$ cat config.mk
export PLATFORM = sky130hd
export DESIGN_NAME = tmr_pair
export DESIGN_NICKNAME = d
export VERILOG_FILES = /design/src/rtl/tmr_pkg.sv /design/src/rtl/tmr_pin_sync.sv /design/src/rtl/tmr_fall_det.sv /design/src/rtl/tmr_core.sv /design/src/rtl/tmr_pair.sv
export SDC_FILE = /design/constraint.sdc
export NUM_CORES = 1
export LEC_CHECK = 0
export BUFFER_PORTS_ARGS = -buffer_cell sky130_fd_sc_hd__buf_2
export CORE_MARGIN = 2
export CORE_UTILIZATION = 40
export DETAILED_ROUTE_END_ITERATION = 6
export HOLD_SLACK_MARGIN = 0.12
export SLEW_MARGIN = 20
export SYNTH_ARGS = -nofsm -noshare
export SYNTH_HDL_FRONTEND = slang
export SYNTH_HIERARCHICAL = 1
export SYNTH_SLANG_ARGS = --single-unit
$ cat constraint.sdc
create_clock -name clk -period 3.3 [get_ports clk]
set_clock_uncertainty 0.1 [all_clocks]
set_input_delay 0.33 -clock clk [delete_from_list [all_inputs] [get_ports clk]]
set_output_delay 0.33 -clock clk [all_outputs]
set_load 0.01 [all_outputs]
$ cat src/rtl/tmr_pkg.sv
package tmr_pkg;
   localparam int CFG_W = 8;

   typedef enum logic [1:0] {
      MODE_13  = 2'd0,
      MODE_16  = 2'd1,
      MODE_8R  = 2'd2,
      MODE_SPL = 2'd3
   } tmr_mode_e;

   typedef struct packed {
      logic      gate;
      logic      ext_src;
      tmr_mode_e mode;
   } tmr_cfg_t;
endpackage

$ cat src/rtl/tmr_pin_sync.sv
module tmr_pin_sync #(
   parameter int STAGES = 2
) (
   input  logic clk,
   input  logic rst_n,
   input  logic pin_i,
   output logic lvl_o
);
   logic [STAGES-1:0] sr;

   initial assert (STAGES >= 2) else $error("tmr_pin_sync: STAGES must be at least 2");

   always_ff @(posedge clk or negedge rst_n) begin
      if (!rst_n) sr <= '1;
      else        sr <= {sr[STAGES-2:0], pin_i};
   end

   assign lvl_o = sr[STAGES-1];
endmodule

$ cat src/rtl/tmr_fall_det.sv
module tmr_fall_det (
   input  logic clk,
   input  logic rst_n,
   input  logic lvl_i,
   output logic fall_o
);
   logic prev;

   always_ff @(posedge clk or negedge rst_n) begin
      if (!rst_n) prev <= 1'b1;
      else        prev <= lvl_i;
   end

   assign fall_o = prev & ~lvl_i;

   a_r5_single_event: assert property (@(posedge clk) disable iff (!rst_n)
      fall_o |=> !fall_o);
endmodule

$ cat src/rtl/tmr_core.sv
module tmr_core
   import tmr_pkg::*;
#(
   parameter int BYTE_W = 8,
   parameter int LOW_W  = 5
) (
   input  logic              clk,
   input  logic              rst_n,
   input  tmr_mode_e         mode,
   input  logic              ev_lo,
   input  logic              ev_hi,
   input  logic              wr_lo,
   input  logic              wr_hi,
   input  logic [BYTE_W-1:0] wdata,
   output logic [BYTE_W-1:0] tl,
   output logic [BYTE_W-1:0] th,
   output logic              ovf_main,
   output logic              ovf_hi
);
   localparam int PAD_W = BYTE_W - LOW_W;

   logic [BYTE_W-1:0] tl_n, th_n;
   logic              raw_main, raw_hi;
   logic              lo_full, hi_full, low5_full;

   initial assert (LOW_W >= 1 && LOW_W < BYTE_W) else $error("tmr_core: LOW_W out of range");

   assign lo_full   = &tl;
   assign hi_full   = &th;
   assign low5_full = &tl[LOW_W-1:0];

   always_comb begin
      tl_n     = tl;
      th_n     = th;
      raw_main = 1'b0;
      raw_hi   = 1'b0;
      unique case (mode)
         MODE_13: if (ev_lo) begin
            if (low5_full) begin
               tl_n     = {tl[BYTE_W-1:LOW_W], {LOW_W{1'b0}}};
               th_n     = th + 1'b1;
               raw_main = hi_full;
            end else begin
               tl_n = {tl[BYTE_W-1:LOW_W], tl[LOW_W-1:0] + 1'b1};
            end
         end
         MODE_16: if (ev_lo) begin
            {th_n, tl_n} = {th, tl} + 1'b1;
            raw_main     = lo_full & hi_full;
         end
         MODE_8R: if (ev_lo) begin
            tl_n     = lo_full ? th : tl + 1'b1;
            raw_main = lo_full;
         end
         MODE_SPL: begin
            if (ev_lo) begin
               tl_n     = tl + 1'b1;
               raw_main = lo_full;
            end
            if (ev_hi) begin
               th_n   = th + 1'b1;
               raw_hi = hi_full;
            end
         end
         default: ;
      endcase
   end

   assign ovf_main = raw_main & ~wr_lo & ~wr_hi;
   assign ovf_hi   = raw_hi & ~wr_hi;

   always_ff @(posedge clk or negedge rst_n) begin
      if (!rst_n) begin
         tl <= '0;
         th <= '0;
      end else begin
         tl <= wr_lo ? wdata : tl_n;
         th <= wr_hi ? wdata : th_n;
      end
   end

   a_r6_upper_kept: assert property (@(posedge clk) disable iff (!rst_n)
      (mode == MODE_13 && !wr_lo) |=> tl[BYTE_W-1:LOW_W] == $past(tl[BYTE_W-1:LOW_W]));
   a_r7_wrap_zero: assert property (@(posedge clk) disable iff (!rst_n)
      (mode == MODE_16 && ovf_main) |=> (tl == '0 && th == '0));
   a_r8_reload: assert property (@(posedge clk) disable iff (!rst_n)
      (mode == MODE_8R && ovf_main) |=> tl == $past(th));
   a_r12_write_wins: assert property (@(posedge clk) disable iff (!rst_n)
      wr_lo |=> tl == $past(wdata));

   logic [PAD_W-1:0] unused_pad;
   assign unused_pad = '0;
endmodule

$ cat src/rtl/tmr_pair.sv
module tmr_pair
   import tmr_pkg::*;
#(
   parameter int SYNC_STAGES = 2,
   parameter int BYTE_W      = 8,
   parameter int M13_LOW_W   = 5
) (
   input  logic              clk,
   input  logic              rst_n,
   input  logic              tick,
   input  logic              t0_pin,
   input  logic              t1_pin,
   input  logic              int0_n,
   input  logic              int1_n,
   input  logic              tmod_we,
   input  logic [CFG_W-1:0]  tmod_wdata,
   input  logic              tcon_we,
   input  logic [CFG_W-1:0]  tcon_wdata,
   input  logic              cnt_we,
   input  logic [1:0]        cnt_sel,
   input  logic [BYTE_W-1:0] cnt_wdata,
   output logic [BYTE_W-1:0] tl0,
   output logic [BYTE_W-1:0] th0,
   output logic [BYTE_W-1:0] tl1,
   output logic [BYTE_W-1:0] th1,
   output logic [CFG_W-1:0]  tcon_q,
   output logic              tf0,
   output logic              tf1,
   output logic              t1_ovf_stb
);
   localparam int NCH     = 2;
   localparam int NIB_W   = CFG_W / NCH;
   localparam int RUN0_B  = 4;
   localparam int FLAG0_B = 5;
   localparam int RUN1_B  = 6;
   localparam int FLAG1_B = 7;

   initial assert (CFG_W == 8 && NIB_W == 4) else $error("tmr_pair: register width must be 8");

   logic [CFG_W-1:0]  tmod_q;
   logic [NCH-1:0]    cnt_pin, gate_pin, cnt_lvl, gate_lvl, cnt_fall;
   logic [NCH-1:0]    run_bit, ev_lo, ev_hi, wr_lo, wr_hi, ovf_main, ovf_hi;
   logic [BYTE_W-1:0] tl_a [NCH];
   logic [BYTE_W-1:0] th_a [NCH];
   tmr_cfg_t          cfg  [NCH];
   logic              t0_split, set_f0, set_f1;

   assign cnt_pin  = {t1_pin, t0_pin};
   assign gate_pin = {int1_n, int0_n};
   assign run_bit  = {tcon_q[RUN1_B], tcon_q[RUN0_B]};
   assign t0_split = (cfg[0].mode == MODE_SPL);

   for (genvar c = 0; c < NCH; c++) begin : g_ch
      assign cfg[c] = tmr_cfg_t'(tmod_q[c*NIB_W +: NIB_W]);

      tmr_pin_sync #(.STAGES(SYNC_STAGES)) u_cnt_sync (
         .clk(clk), .rst_n(rst_n), .pin_i(cnt_pin[c]), .lvl_o(cnt_lvl[c]));
      tmr_pin_sync #(.STAGES(SYNC_STAGES)) u_gate_sync (
         .clk(clk), .rst_n(rst_n), .pin_i(gate_pin[c]), .lvl_o(gate_lvl[c]));
      tmr_fall_det u_fall (
         .clk(clk), .rst_n(rst_n), .lvl_i(cnt_lvl[c]), .fall_o(cnt_fall[c]));

      logic src_ev, run_ok;
      assign src_ev = cfg[c].ext_src ? cnt_fall[c] : tick;
      assign run_ok = run_bit[c] & (~cfg[c].gate | gate_lvl[c]);

      if (c == 0) begin : g_split_owner
         assign ev_lo[c] = run_ok & src_ev;
         assign ev_hi[c] = tick & run_bit[1];
      end else begin : g_holder
         assign ev_lo[c] = run_ok & src_ev & (cfg[c].mode != MODE_SPL);
         assign ev_hi[c] = 1'b0;
      end

      assign wr_lo[c] = cnt_we & (cnt_sel[1] == c[0]) & ~cnt_sel[0];
      assign wr_hi[c] = cnt_we & (cnt_sel[1] == c[0]) &  cnt_sel[0];

      tmr_core #(.BYTE_W(BYTE_W), .LOW_W(M13_LOW_W)) u_core (
         .clk(clk), .rst_n(rst_n), .mode(cfg[c].mode),
         .ev_lo(ev_lo[c]), .ev_hi(ev_hi[c]),
         .wr_lo(wr_lo[c]), .wr_hi(wr_hi[c]), .wdata(cnt_wdata),
         .tl(tl_a[c]), .th(th_a[c]),
         .ovf_main(ovf_main[c]), .ovf_hi(ovf_hi[c]));
   end

   assign set_f0 = ovf_main[0];
   assign set_f1 = t0_split ? ovf_hi[0] : ovf_main[1];

   always_ff @(posedge clk or negedge rst_n) begin
      if (!rst_n) begin
         tmod_q     <= '0;
         tcon_q     <= '0;
         t1_ovf_stb <= 1'b0;
      end else begin
         if (tmod_we) tmod_q <= tmod_wdata;
         tcon_q <= tcon_we ? tcon_wdata : tcon_q;
         if (set_f0) tcon_q[FLAG0_B] <= 1'b1;
         if (set_f1) tcon_q[FLAG1_B] <= 1'b1;
         t1_ovf_stb <= ovf_main[1] | ovf_hi[1];
      end
   end

   assign tl0 = tl_a[0];
   assign th0 = th_a[0];
   assign tl1 = tl_a[1];
   assign th1 = th_a[1];
   assign tf0 = tcon_q[FLAG0_B];
   assign tf1 = tcon_q[FLAG1_B];

   a_r3_flag0_cause: assert property (@(posedge clk) disable iff (!rst_n)
      $rose(tf0) |-> $past(ovf_main[0] | (tcon_we & tcon_wdata[FLAG0_B])));
   a_r10_t1_hold: assert property (@(posedge clk) disable iff (!rst_n)
      (cfg[1].mode == MODE_SPL && !(cnt_we && cnt_sel[1])) |=> $stable({tl1, th1}));
   a_r9_hi_needs_run1: assert property (@(posedge clk) disable iff (!rst_n)
      (t0_split && !tcon_q[RUN1_B] && !wr_hi[0]) |=> $stable(th0));
endmodule

; Word-level counts from Yosys, hierarchy flattened
; Index checks and enable logic that the tools add are counted.
[word_totals]
mem_bits_ro = 0
out_inout_bits = 43
reg_bits = 59
ram_bits = 0
elab_cells = 147
input_bits = 36
mem_count = 0
latchBits = 0
[op_classes]
n_div = 0
bitwise_logic = 33
eq_ne = 24
mul = 0
n_lt_le_gt_ge = 0
add_sub_neg = 8
mux = 45
shift = 0
n_reduce_logical = 20
[op_table]
columns = op, n
row1 = two-way mux 8 bit, 22
row2 = case mux 8 bit (4 select lines), 2
row3 = "inequality test 3 bit, second input constant", 13
row4 = "adder 16 x 1 -> 16 bit, second input constant", 2
row5 = "adder 8 x 1 -> 8 bit, second input constant", 4
row6 = AND reduction 8 bit, 4
row7 = case mux 8 bit (3 select lines), 1
row8 = bitwise AND 1 bit, 21
row9 = AND reduction 4 bit, 5
row10 = case mux 8 bit (2 select lines), 1
row11 = two-way mux 1 bit, 15
row12 = AND reduction 5 bit, 3
row13 = "adder 5 x 1 -> 5 bit, second input constant", 2
row14 = two-way mux 5 bit, 2
row15 = NOT 1 bit, 10
row16 = "== test 2 bit, second input constant", 4
row17 = "inequality test 2 bit, second input constant", 3
row18 = "inequality test 3 x 2 -> 1 bit, second input constant", 2
row19 = case mux 1 bit (3 select lines), 2
row20 = "== test 2 x 1 -> 1 bit, second input constant", 2
row21 = zero test 2 bit, 2
row22 = nonzero test 2 bit, 2
row23 = nonzero test 4 bit, 1
row24 = OR reduction 2 bit, 2
row25 = 2 further kinds, 3

; Logic depth before layout (Yosys ltp)
; Gate-level depths: netlist of run 1.
[logic_depth]
word_depth = 11
ltp_mapped = 9
depth_no_buf = 9

; Cells and area by module
; The synthesis of run 1 kept the hierarchy.
[modules_own_cells]
columns = module, n_inst, cells_per_inst, area_per_inst_um2, seq_area_each_um2
row1 = tmr_core, 2, 156, 1263.7, 400.4
row2 = tmr_pair, 1, 58, 753.2, 425.4
row3 = tmr_pin_sync, 4, 2, 52.6, 52.6
row4 = tmr_fall_det, 2, 2, 40.0, 26.3

; Least setup slack after synthesis of run 1
; Ideal clock, no wire load.
[synth_timing]
path_kind = reg-to-reg
from = register g_ch[1].u_fall.prev
to = register g_ch[1].u_core.th[2]
path_slack_ns = 0.883
path_stages_with_launch = 9
synth_period_minus_slack_ns = 2.417
setup_ns = 0.082
arrival_time_ns = 2.235
required_time_ns = 3.118
path_buffers = 2
cell_sequence = dfstp_2 nor2b_4 mux2i_1 a2111oi_2 clkbuf_1 a22oi_1 buf_2 or4_1 a31oi_1
[synth_via]
elab_chain_len = 6
word_cells_on_any_way = 7
cone_classes = 2 x eq/ne / 1 x mux / 3 x bitwise / 1 x reduce/logical
[synth_lines]
columns = item, line_no
row1 = start: declaration, tmr_fall_det.sv:7  ; logic prev;
row2 = start signal: assignment, tmr_fall_det.sv:11  ; else prev <= lvl_i;
row3 = bitwise AND 1 bit (*), tmr_fall_det.sv:14  ; assign fall_o = prev & ~lvl_i;
row4 = named net cnt_fall[1], tmr_pair.sv:41  ; logic [NCH-1:0] cnt_pin, gate_pin, cnt_lvl, gate_lvl, cnt_fall;
row5 = two-way mux 1 bit (*), tmr_pair.sv:64  ; assign src_ev = cfg[c].ext_src ? cnt_fall[c] : tick;
row6 = bitwise AND 1 bit (*) (2 in series), tmr_pair.sv:71  ; assign ev_lo[c] = run_ok & src_ev & (cfg[c].mode != MODE_SPL);
row7 = named net ev_lo[1], tmr_pair.sv:42  ; logic [NCH-1:0] run_bit, ev_lo, ev_hi, wr_lo, wr_hi, ovf_main, ovf_hi;
row8 = inequality test 3 bit (no source line), n/a
row9 = AND reduction 4 bit (no source line) (*), n/a
row10 = end signal: assignment, tmr_core.sv:78  ; th <= wr_hi ? wdata : th_n;
row11 = end: declaration, tmr_core.sv:16  ; output logic [BYTE_W-1:0] th,
; The timed path passes the listed nets; every way through them passes the cells marked *.
; A chain may end at the register's enable or synchronous reset.

; Worst setup path in the final report of run 1
[layout_timing]
from = register g_ch[1].u_fall.prev
to = register g_ch[1].u_core.th[3]
; The elaborated chain is that of the path after synthesis.

==> results of run 1 <==
[worst paths after layout]
kind | cells past startpoint | from | end | slack (ps)
worst min register to register | 0 | g_ch[0].u_cnt_sync/sr[0] | g_ch[0].u_cnt_sync/sr[1] | 250
min in group asynchronous | 2 | rst_n | tmod_q[7] | 560
worst max register to register | 8 | g_ch[1].u_fall/prev | g_ch[1].u_core/th[3] | 840
worst max-delay path | 8 | g_ch[1].u_fall/prev | g_ch[1].u_core/th[3] | 840
worst min-delay path | 2 | tmod_wdata[4] | tmod_q[4] | 130
max in group asynchronous | 3 | rst_n | g_ch[0].u_cnt_sync/sr[0] | 1750
[worst max-delay path, stage by stage, from the launching register on]
cell	delay, ps
dfstp_2	520
nor2b_4	120
mux2i_1	80
a2111oi_2	330
buf_4	230
a22oi_1	100
buf_4	220
or4_1	530
a31oi_1	170
[cell type report]
| cell class | count | area [um2] |
|---|---|---|
| inverters | 14 | 52.6 |
| repair buffers | 104 | 628 |
| clock buffers | 12 | 155 |
| fillers | 825 | 4210 |
| clock inverters | 4 | 50.0 |
| well taps | 108 | 135 |
| multi-input cells | 292 | 1960 |
| flip-flops and latches | 59 | 1490 |
[registers in the layout (all words and copies together) (netlist names)]
signal and count:
g_ch.u_gate_sync/sr 4, g_ch.u_fall/prev 2, g_ch.u_core/tl 16, tmod_q 8, g_ch.u_cnt_sync/sr 4, g_ch.u_core/th 16, t1_ovf_stb 1, tcon_q 8
[power by group]
part / switching [mW] / internal [mW]
Combinational: 0.392 / 0.340
Sequential: 0.226 / 0.850
Clock: 0.298 / 0.389
Total: 0.916 / 1.58
[per-layer routing]
layer / global-route usage / vias up
li1: - / 1647
met1: 0.288 / 1684
met2: 0.352 / 127
met3: 0.0574 / 20
met4: 0.0780 / 0
met5: 0 / -
[placed cells by master (no fill, tap or decap), types with 16 or more instances in the layout]
cell type	netlist	routed
buf_2	6	78
dlygate4sd3_1	0	17
dfrtp_1	49	49
o21ai_0	28	28
nand2_1	25	25
nor2_1	21	21
a31oi_1	18	18
a21oi_1	16	16
[repair_timing]
action                                  in CTS  in global routing
hold buffers                                15                  2
endpoints found under the setup margin       0                  0
gates resized for setup                      0                  0
endpoints found under the hold margin       44                  2
[logic make-up (layout without fill, tap and decap cells)]
kind of cell             Yosys count  in the layout  share of synthesized area
AO/OA/AOI/OAI                    108            108                      0.204
adder cells (fa/ha/maj)            6              6                     0.0210
multiplexers                      23             23                     0.0697
other                              1              2                    0.00105
buffers and inverters             32            134                     0.0378
flip-flops                        59             59                      0.417
AND/OR/NAND/NOR                  153            153                      0.250
[stage by stage]
stage / utilization / hold WS, ps / setup WS (ps)
5_1_grt: 0.515 / 126 / 594
6_report: 0.515 / 132 / 837
2_1_floorplan: - / -65.6 / 883
3_5_place_dp: 0.471 / 247 / 848
4_1_cts: 0.512 / 122 / 825
3_3_place_gp: 0.471 / 246 / 905
==> qor.yml, run 1 <==
die_h_um: 98.5
dp_hpwl_um: 7370
gp_congestion: 0.935
drt_iter0_markers: 153
hold_violations: 0
avgSynthCellArea_um2: 9.35
setup_viol: 0
critPathKind: "flip-flop to flip-flop"
die_w_um: 98.5
total_power_mw: 2.49
wirelength_um: 10300
synth_area_leader_cell: "dfrtp_1"
cp_data_required_time_ps: 3460
wl_met3_um: 638
worstPathArrival_ps: 2630
ctsHtreeMaxLevel: 3
relSlewSlack: 0.402
crit_fanout: 14
root_buffer: "clkbuf_8"
clk_latency_ps: 340
clkTransAtPathRegs_ps: 70
via_count: 3478
status: "complete, no violations"
p_leak_nw: 1.86
layout.nets: 522
ys_ff_latch: 59
wl_met2_um: 4920
start_kind: "flip-flop"
synth_cell_types: 51
cp-end-kind: "flip-flop"
tritoncts: "done"
power_density_mw_per_mm2: 559
grt_pass1_vias: 3337
synth_ff_type: "dfrtp_1"
final_antenna_net_count: 0
async_reset_ff_frac: 1.00
stdcell_area_mm2: 0.00447
min_period_ps: 2460
track_usage: 0.219
postPlaceCellArea_mm2: 0.00409
clock_path_buffers: 2
final.setup.tns_ps: 0
antenna_found_initial: 0
highest_layer: "met4"
wire_per_inst_um: 17.4
drc: 0
coreArea_mm2: 0.00868
dr.pass1.iters: 4
dpl.cell_count: 560
synth.most_common_cell: "dfrtp_1"
vias_per_cell: 5.87
area_growth_pct: 25.1
diodes: 0
grt_first_pass_wirelength_um: 16800
fmax_mhz: 406
yosysSeqAreaShare: 0.417
max_cap_violations: 0
start_util: 0.411
cts_buffers: 9
clock-sinks: 59
synth-edff-count: 0
port_buffers: 78
cts_setup_buffers: 0
grt_start_max_net_pins: 39
layout-drive-gt1-share: 0.291
hp-class: "input pin to flip-flop"
worst-slew-pin-transition_ps: 897
grt_overflow: 0
slew_violations: 0
finalCritPeriodShare: 0.747
synth_warnings: 6
yosysTopAreaCellShare: 0.343
fp-row-count: 34
drt-met1-wl_um: 4490
synthTopCellsByCount: "dfrtp_1 (49), o21ai_0 (28), nand2_1 (25)"
die_area_mm2: 0.00970
io_pins: 79
fin_cells: 593
syn_area_mm2: 0.00357
vdd_drop_max_mv: 0.332
rsz0062_at_grt: "false"
synth_area_leaders: "dfrtp_1 (34%), dfstp_2 (7.4%), mux2_2 (4.4%), o21ai_0 (3.9%), a31oi_1 (3.2%)"
synth_cells: 382
(Power assumes the default switching activity.)
==> inputs of run 2 (changes only) <==
--- a/config.mk
+++ b/config.mk
@@ -5,6 +5,7 @@
 export SDC_FILE = /design/constraint.sdc
 export NUM_CORES = 1
 export LEC_CHECK = 0
+export ABC_AREA = 1
 export BUFFER_PORTS_ARGS = -buffer_cell sky130_fd_sc_hd__buf_2
 export CORE_MARGIN = 2
 export CORE_UTILIZATION = 40
==> constraint.sdc (replaced) <==
create_clock -name clk -period 2 [get_ports clk]
set_clock_uncertainty 0.1 [all_clocks]
set_input_delay 0.2 -clock clk [delete_from_list [all_inputs] [get_ports clk]]
set_output_delay 0.2 -clock clk [all_outputs]
set_load 0.01 [all_outputs]
==> run 2 against run 1 <==
Compared with the run above:
- final cell count rose by 46%
- cell area rose by 19%
- global-route usage rose by 1.2 points
- setup slack got worse by 790 ps
- total power rose by 88%
- sequential cell count did not move
- sequential share of layout area fell by 5.2 points
==> qor.yml, run 2 <==
status: "complete, no violations"  # unchanged
crit_fanout: 1  # was 14
power_density_mw_per_mm2: 887  # was 559 mW/mm2
dpl.cell_count: 805  # was 560
slew_violations: 0  # unchanged
gp_congestion: 0.904  # was 0.935
max_cap_violations: 0  # unchanged
setup_slack_ps: 46.1  # was 837 ps
clock-sinks: 59  # unchanged
min_from: "tmod_we"  # was tmod_wdata[4]
avgSynthCellArea_um2: 6.82  # was 9.35 um2
track_usage: 0.231  # was 0.219
drt_iter0_markers: 330  # was 153
min_period_ps: 1950
grt_overflow: 0  # unchanged
dp_slack_ps: 36.4  # was 848 ps
synth_cells: 583  # was 382
relSlewSlack: 0.618  # was 0.402
start_kind: "input pin"  # was flip-flop
grt_use_met2: 0.368  # was 0.352
area_growth_pct: 33.1  # was 25.1%
final.setup.tns_ps: 0  # unchanged
synth_warnings: 6  # unchanged
cpPeakStageDelay_ps: 550  # was 530 ps
final_antenna_net_count: 0  # unchanged
critPathKind: "input pin to flip-flop"  # was flip-flop to flip-flop
synth.most_common_cell: "nand2_1"  # was dfrtp_1
total_power_mw: 4.70  # was 2.49 mW
clk_latency_ps: 350  # was 340 ps
port_buffers: 78  # unchanged
syn_area_mm2: 0.00398  # was 0.00357 mm2
dp_hpwl_um: 8900  # was 7370 um
postLayoutCoreUtil: 0.544  # was 0.515
synth_area_leader_cell: "dfrtp_1"  # unchanged
hold_violations: 0  # unchanged
grt_start_max_net_pins: 26  # was 39
fin_cells: 864  # was 593
layout-drive-gt1-share: 0.224  # was 0.291
clkTransAtPathRegs_ps: 80  # was 70 ps
worst-slew-pin-transition_ps: 571  # was 897 ps
synth_nets: 625
cts_setup_buffers: 0  # unchanged
async_reset_ff_frac: 1.00  # unchanged
synth_area_leaders: "dfrtp_1 (31%), nand2_1 (19%), nand3_1 (11%), dfstp_2 (6.6%), inv_1 (6.2%)"  # was dfrtp_1 (34%), dfstp_2 (7.4%), mux2_2 (4.4%), o21ai_0 (3.9%), a31oi_1 (3.2%)
fp-row-count: 36  # was 34
setup_viol: 0  # unchanged
diodes: 0  # unchanged
cp-end-kind: "flip-flop"  # unchanged
use_met3: 0.0428  # was 0.0574
rsz0062_at_grt: "false"  # unchanged
hp-class: "input pin to flip-flop"  # unchanged
dr.pass1.iters: 5  # was 4
cts_buffers: 9  # unchanged
start_util: 0.409  # was 0.411
cpMostUsedCell: "dlygate4sd3_1"  # was buf_4
vdd_drop_max_mv: 0.448  # was 0.332 mV
ctsHtreeMaxLevel: 3  # unchanged
antenna_found_initial: 1  # was 0
grt_util_met1: 0.316  # was 0.288
layout_commonest_cell: "nand2_1"  # was buf_2
r2r_start: "g_ch[0].u_core/tl[0]"  # was g_ch[1].u_fall/prev
fillers: 998  # was 825
cp_cell_sequence: "dlygate4sd3_1 -> buf_2 -> nand2_1 -> dlygate4sd3_1 -> o21ai_0 -> dlygate4sd3_1"  # was nor2b_4 -> mux2i_1 -> a2111oi_2 -> buf_4 -> a22oi_1 -> buf_4 -> or4_1 -> a31oi_1
coreArea_mm2: 0.00973  # was 0.00868 mm2
die_h_um: 104  # was 98.5 um
layout.nets: 768  # was 522
busiest_layer: "met2"  # unchanged
io_pins: 79  # unchanged
tritoncts: "done"  # unchanged
die_w_um: 104  # was 98.5 um
min_to: "tmod_q[5]"  # was tmod_q[4]
fmax_mhz: 512
synthTopCellsByCount: "nand2_1 (200), nand3_1 (84), inv_1 (66)"  # was dfrtp_1 (49), o21ai_0 (28), nand2_1 (25)
worstPathArrival_ps: 2090  # was 2630 ps
drc: 0  # unchanged
cp_data_required_time_ps: 2140  # was 3460 ps
crit_slowest_cell: "dlygate4sd3_1"  # was or4_1
via_count: 4268  # was 3,478
synth_ff_type: "dfrtp_1"  # unchanged
die_area_mm2: 0.0108  # was 0.00970 mm2
root_buffer: "clkbuf_8"  # unchanged
holdPathStages: 2  # unchanged
yosysSeqAreaShare: 0.374  # was 0.417
wirelength_um: 11900  # was 10,300 um
grt_pass1_vias: 4122  # was 3,337
wire_per_inst_um: 13.8  # was 17.4 um
grt_first_pass_wirelength_um: 20000  # was 16,800 um
mostFrequentLayoutCells: "nand2_1 (200), nand3_1 (84), buf_2 (78), inv_1 (66), dfrtp_1 (49)"  # was buf_2 (78), dfrtp_1 (49), o21ai_0 (28), nand2_1 (25), nor2_1 (21)
p_leak_nw: 2.76  # was 1.86 nW
synth-edff-count: 0  # unchanged
reg_top3: "g_ch.u_core/th (16), g_ch.u_core/tl (16)"  # unchanged
synth_cell_types: 33  # was 51
vias_per_cell: 4.94  # was 5.87
ys_ff_latch: 59  # unchanged
finalCritPeriodShare: 0.977
timing.rr.end: "g_ch[0].u_core/th[7]"  # was g_ch[1].u_core/th[3]
r2r_cells: 11  # was 8
yosysTopAreaCellShare: 0.308  # was 0.343
clock_path_buffers: 2  # unchanged
rrSetupSlack_ps: 90  # was 840 ps
## run 2: area by class of cell
class                           count  area (um2)  share of cell area
Inverter                           77         294              0.0555
Tap cell                          133         166              0.0314
Timing Repair Buffer              142         991               0.187
Clock inverter                      7        83.8              0.0158
Clock buffer                        9         124              0.0234
Multi-Input combinational cell    437        2150               0.406
Sequential cell                    59        1490               0.281
## run 2: metal layers
metal / part of all wire / wire length [um]
met5: 0.0013 / 16
met4: 0.018 / 212
met3: 0.053 / 631
met2: 0.46 / 5470
met1: 0.47 / 5570
## run 2: critical path: cells and delay by family
kind / cells / cell delay [ps]
buf+inv: 4 / 1770
compound gates: 1 / 70
simple gates: 1 / 60
## run 2: cells by family (layout without fill, tap and decap cells)
logic type | count (synthesis) | in the layout | share of synthesized area
and+or+nand+nor | 375 | 375 | 0.434
other | 1 | 1 | 0.000942
AOI/OAI and AO/OA | 51 | 51 | 0.0704
adders and majority gates | 6 | 6 | 0.0189
xor gates and xnor gates | 4 | 4 | 0.00880
DFF | 59 | 59 | 0.374
buffers and inverters | 87 | 235 | 0.0925
## run 2: metrics by stage
step / hold WS [ps] / instance area (um2)
detailed placement: 134 / 4630
global placement: 134 / 4630
global route: 144 / 5300
finish: 132 / 5300
CTS: 127 / 5270
floorplan: -196 / 3980
## run 2: timing repair
action / in CTS / in global routing
hold endpoints to repair: 52 / 0
endpoints found under the setup margin: 0 / 16
gates resized for setup: 0 / 8
hold buffers: 43 / 0
## run 2: worst max-delay path by stage
stage                               from                   end  slack (ps)
global placement     g_ch[1].u_fall/prev  g_ch[1].u_core/th[6]          30
detailed placement   g_ch[1].u_fall/prev  g_ch[1].u_core/th[2]          40
finish                     tmod_wdata[1]             tmod_q[1]          50
floorplan           g_ch[1].u_core/tl[0]            t1_ovf_stb          60
CTS                  g_ch[1].u_fall/prev  g_ch[1].u_core/th[4]           2
global route               tmod_wdata[7]             tmod_q[7]           8
## run 2: power by group
| group | internal (mW) | total, mW | switching (mW) |
|---|---|---|---|
| sequential | 1.44 | 1.74 | 0.298 |
| clock | 0.599 | 1.19 | 0.586 |
| combinational | 0.739 | 1.77 | 1.03 |
==> inputs of run 3 (changes only) <==
--- a/config.mk
+++ b/config.mk
@@ -7,10 +7,14 @@
 export LEC_CHECK = 0
 export ABC_AREA = 1
 export BUFFER_PORTS_ARGS = -buffer_cell sky130_fd_sc_hd__buf_2
+export CAP_MARGIN = 20
+export CELL_PAD_IN_SITES_DETAIL_PLACEMENT = 0
+export CELL_PAD_IN_SITES_GLOBAL_PLACEMENT = 1
 export CORE_MARGIN = 2
-export CORE_UTILIZATION = 40
+export CORE_UTILIZATION = 36
 export DETAILED_ROUTE_END_ITERATION = 6
 export HOLD_SLACK_MARGIN = 0.12
+export PLACE_DENSITY_LB_ADDON = 0.1
 export SLEW_MARGIN = 20
 export SYNTH_ARGS = -nofsm -noshare
 export SYNTH_HDL_FRONTEND = slang
==> run 3 against run 2 <==
Compared with the run above:
- combinational power is 3% higher
- maximum frequency is 4.5% higher
- clock-buffer cell count stayed put
- first-iteration DRC count is 33% lower
- final cell count is 0.58% higher
- total power is 0.57% higher
- critical path depth is 5 higher
- hold slack better by 4.5 ps
- via count is 1.2% lower
- critical path type is now flip-flop to flip-flop
- largest power group unchanged
==> qor.yml, run 3 (synthesis results as in run 2) <==
status: "complete, no violations"  # unchanged
r2r_cells: 11  # unchanged
clock-sinks: 59  # unchanged
cp_top_family: "simple AND/OR/NAND/NOR gates"  # was buffers and inverters
io_pins: 79  # unchanged
crit_slowest_cell: "dfrtp_1"  # was dlygate4sd3_1
grt_overflow: 0  # unchanged
min_from: "tmod_we"  # unchanged
area_growth_pct: 32.6  # was 33.1%
grt_start_max_net_pins: 41  # was 26
relSlewSlack: 0.644  # was 0.618
clock_path_buffers: 2  # unchanged
min_period_ps: 1870  # was 1950 ps
vdd_drop_max_mv: 0.308  # was 0.448 mV
reg_top3: "g_ch.u_core/th (16), g_ch.u_core/tl (16)"  # unchanged
cp-end-kind: "flip-flop"  # unchanged
hold_violations: 0  # unchanged
ctsHtreeMaxLevel: 3  # unchanged
mostFrequentLayoutCells: "nand2_1 (200), nand3_1 (84), buf_2 (78), inv_1 (65), dfrtp_1 (49)"  # was nand2_1 (200), nand3_1 (84), buf_2 (78), inv_1 (66), dfrtp_1 (49)
coreArea_mm2: 0.0108  # was 0.00973 mm2
max_cap_violations: 0  # unchanged
diodes: 0  # unchanged
layout.nets: 766  # was 768
vias_per_cell: 4.85  # was 4.94
gp_congestion: 0.877  # was 0.904
r2r_start: "g_ch[1].u_core/tl[1]"  # was g_ch[0].u_core/tl[0]
cpPeakStageDelay_ps: 400  # was 550 ps
power_density_mw_per_mm2: 896  # was 887 mW/mm2
fillers: 1116  # was 998
worst-slew-pin-transition_ps: 532  # was 571 ps
drt_iter0_markers: 220  # was 330
clkTransAtPathRegs_ps: 90  # was 80 ps
wire_per_inst_um: 14.6  # was 13.8 um
slew_violations: 0  # unchanged
start_util: 0.369  # was 0.409
via_count: 4215  # was 4,268
cpMostUsedCell: "nor2_1"  # was dlygate4sd3_1
dp_hpwl_um: 9500  # was 8900 um
drc: 0  # unchanged
finalCritPeriodShare: 0.934  # was 0.977
multi_input_area_mm2: 0.00217  # was 0.00215 mm2
setup_viol: 0  # unchanged
cp_cell_sequence: "ha_2 -> nand2_4 -> nor2_8 -> ha_4 -> inv_2 -> nor2_4 -> nor2_1 -> nor2_1 -> a21oi_1 -> nor2_1 -> or2_2"  # was dlygate4sd3_1 -> buf_2 -> nand2_1 -> dlygate4sd3_1 -> o21ai_0 -> dlygate4sd3_1
dpl.cell_count: 816  # was 805
fin_cells: 869  # was 864
regArea_mm2: 0.00149  # unchanged
dr.pass1.iters: 5  # unchanged
die_w_um: 109  # was 104 um
path_depth: 11  # was 6
final_antenna_net_count: 0  # unchanged
die_h_um: 109  # was 104 um
track_usage: 0.225  # was 0.231
layout_commonest_cell: "nand2_1"  # unchanged
grt_pass1_vias: 4268  # was 4,122
port_buffers: 78  # unchanged
worstPathArrival_ps: 1990  # was 2090 ps
rrSetupSlack_ps: 130  # was 90 ps
hold_ws_ps: 137  # was 132 ps
critPathKind: "flip-flop to flip-flop"  # was input pin to flip-flop
path_buf_inv: 1  # was 4
rsz0062_at_grt: "true"  # was false
clk_latency_ps: 340  # was 350 ps
p_leak_nw: 2.75  # was 2.76 nW
timing.rr.end: "t1_ovf_stb"  # was g_ch[0].u_core/th[7]
crit_fanout: 2  # was 1
start_kind: "flip-flop"  # was input pin
wirelength_um: 12700  # was 11,900 um
die_area_mm2: 0.0119  # was 0.0108 mm2
cts_buffers: 9  # unchanged
holdPathStages: 2  # unchanged
root_buffer: "clkbuf_8"  # unchanged
grt_first_pass_wirelength_um: 20800  # was 20,000 um
fmax_mhz: 535  # was 512 MHz
fp-row-count: 38  # was 36
antenna_found_initial: 0  # was 1
min_to: "tmod_q[3]"  # was tmod_q[5]
tritoncts: "done"  # unchanged
hp-class: "input pin to flip-flop"  # unchanged
cp_data_required_time_ps: 2120  # was 2140 ps
layout-drive-gt1-share: 0.237  # was 0.224
run 3: cell count changes in the layout (fill, tap and decap cells not counted), sizes merged:
cell         before  now
buf              99  105
dlygate4sd3      43   35
run 3: routing by layer:
layer,wire length (um),GRT usage,up-vias
met3,364,0.0359,18
met2,6350,0.396,75
met4,269,0.0815,0
li1,-,-,2143
met1,5700,0.277,1979
met5,0,0,-
run 3: worst register-to-register path: stages (launching register included):
cell     delay, ps
dfrtp_1        400
ha_2           210
nand2_4         90
nor2_8          50
ha_4           150
inv_2           60
nor2_4          40
nor2_1          90
nor2_1          40
a21oi_1        160
nor2_1          90
or2_2          280
run 3: how the worst max path moves through the flow:
| stage | from | end | slack [ps] |
|---|---|---|---|
| global route | g_ch[1].u_core/th[0] | tcon_q[7] | -20 |
| detailed placement | g_ch[1].u_core/tl[0] | t1_ovf_stb | 80 |
| CTS | g_ch[1].u_core/tl[0] | t1_ovf_stb | 50 |
| finish | g_ch[1].u_core/tl[1] | t1_ovf_stb | 130 |
| floorplan | g_ch[1].u_core/tl[0] | t1_ovf_stb | 60 |
| global placement | g_ch[1].u_fall/prev | g_ch[1].u_core/th[4] | 130 |
run 3: layout make-up:
| type | count | area share |
|---|---|---|
| Multi-Input combinational cell | 437 | 0.411 |
| Clock inverter | 7 | 0.0159 |
| Tap cell | 140 | 0.0332 |
| Clock buffer | 9 | 0.0235 |
| Sequential cell | 59 | 0.282 |
| Timing Repair Buffer | 140 | 0.179 |
| Inverter | 77 | 0.0557 |
run 3: repair_timing:
item,4_1_cts,5_1_grt
endpoints found under the hold margin,80,0
setup endpoints to repair,0,16
buffers inserted,0,2
gates resized for setup,0,12
hold buffers,35,0
run 3: power breakdown:
part           internal [mW]  switching, mW  leakage [nW]
combinational          0.757           1.07          1.93
sequential              1.44          0.290         0.719
clock                  0.599          0.570         0.103
total                   2.80           1.93          2.75
run 3: stage by stage:
| stage | TNS, ps | power [mW] | util | area, um2 | worst slack (ps) |
|---|---|---|---|---|---|
| 2_1_floorplan | 0 | 2.74 | - | 3980 | 57.8 |
| 3_3_place_gp | 0 | 3.49 | 0.432 | 4660 | 133 |
| 3_5_place_dp | 0 | 3.51 | 0.432 | 4660 | 77.5 |
| 4_1_cts | 0 | 4.76 | 0.483 | 5220 | 49.2 |
| 5_1_grt | -18.1 | 5.12 | 0.489 | 5280 | -18.1 |
| 6_report | 0 | 4.73 | 0.489 | 5280 | 131 |
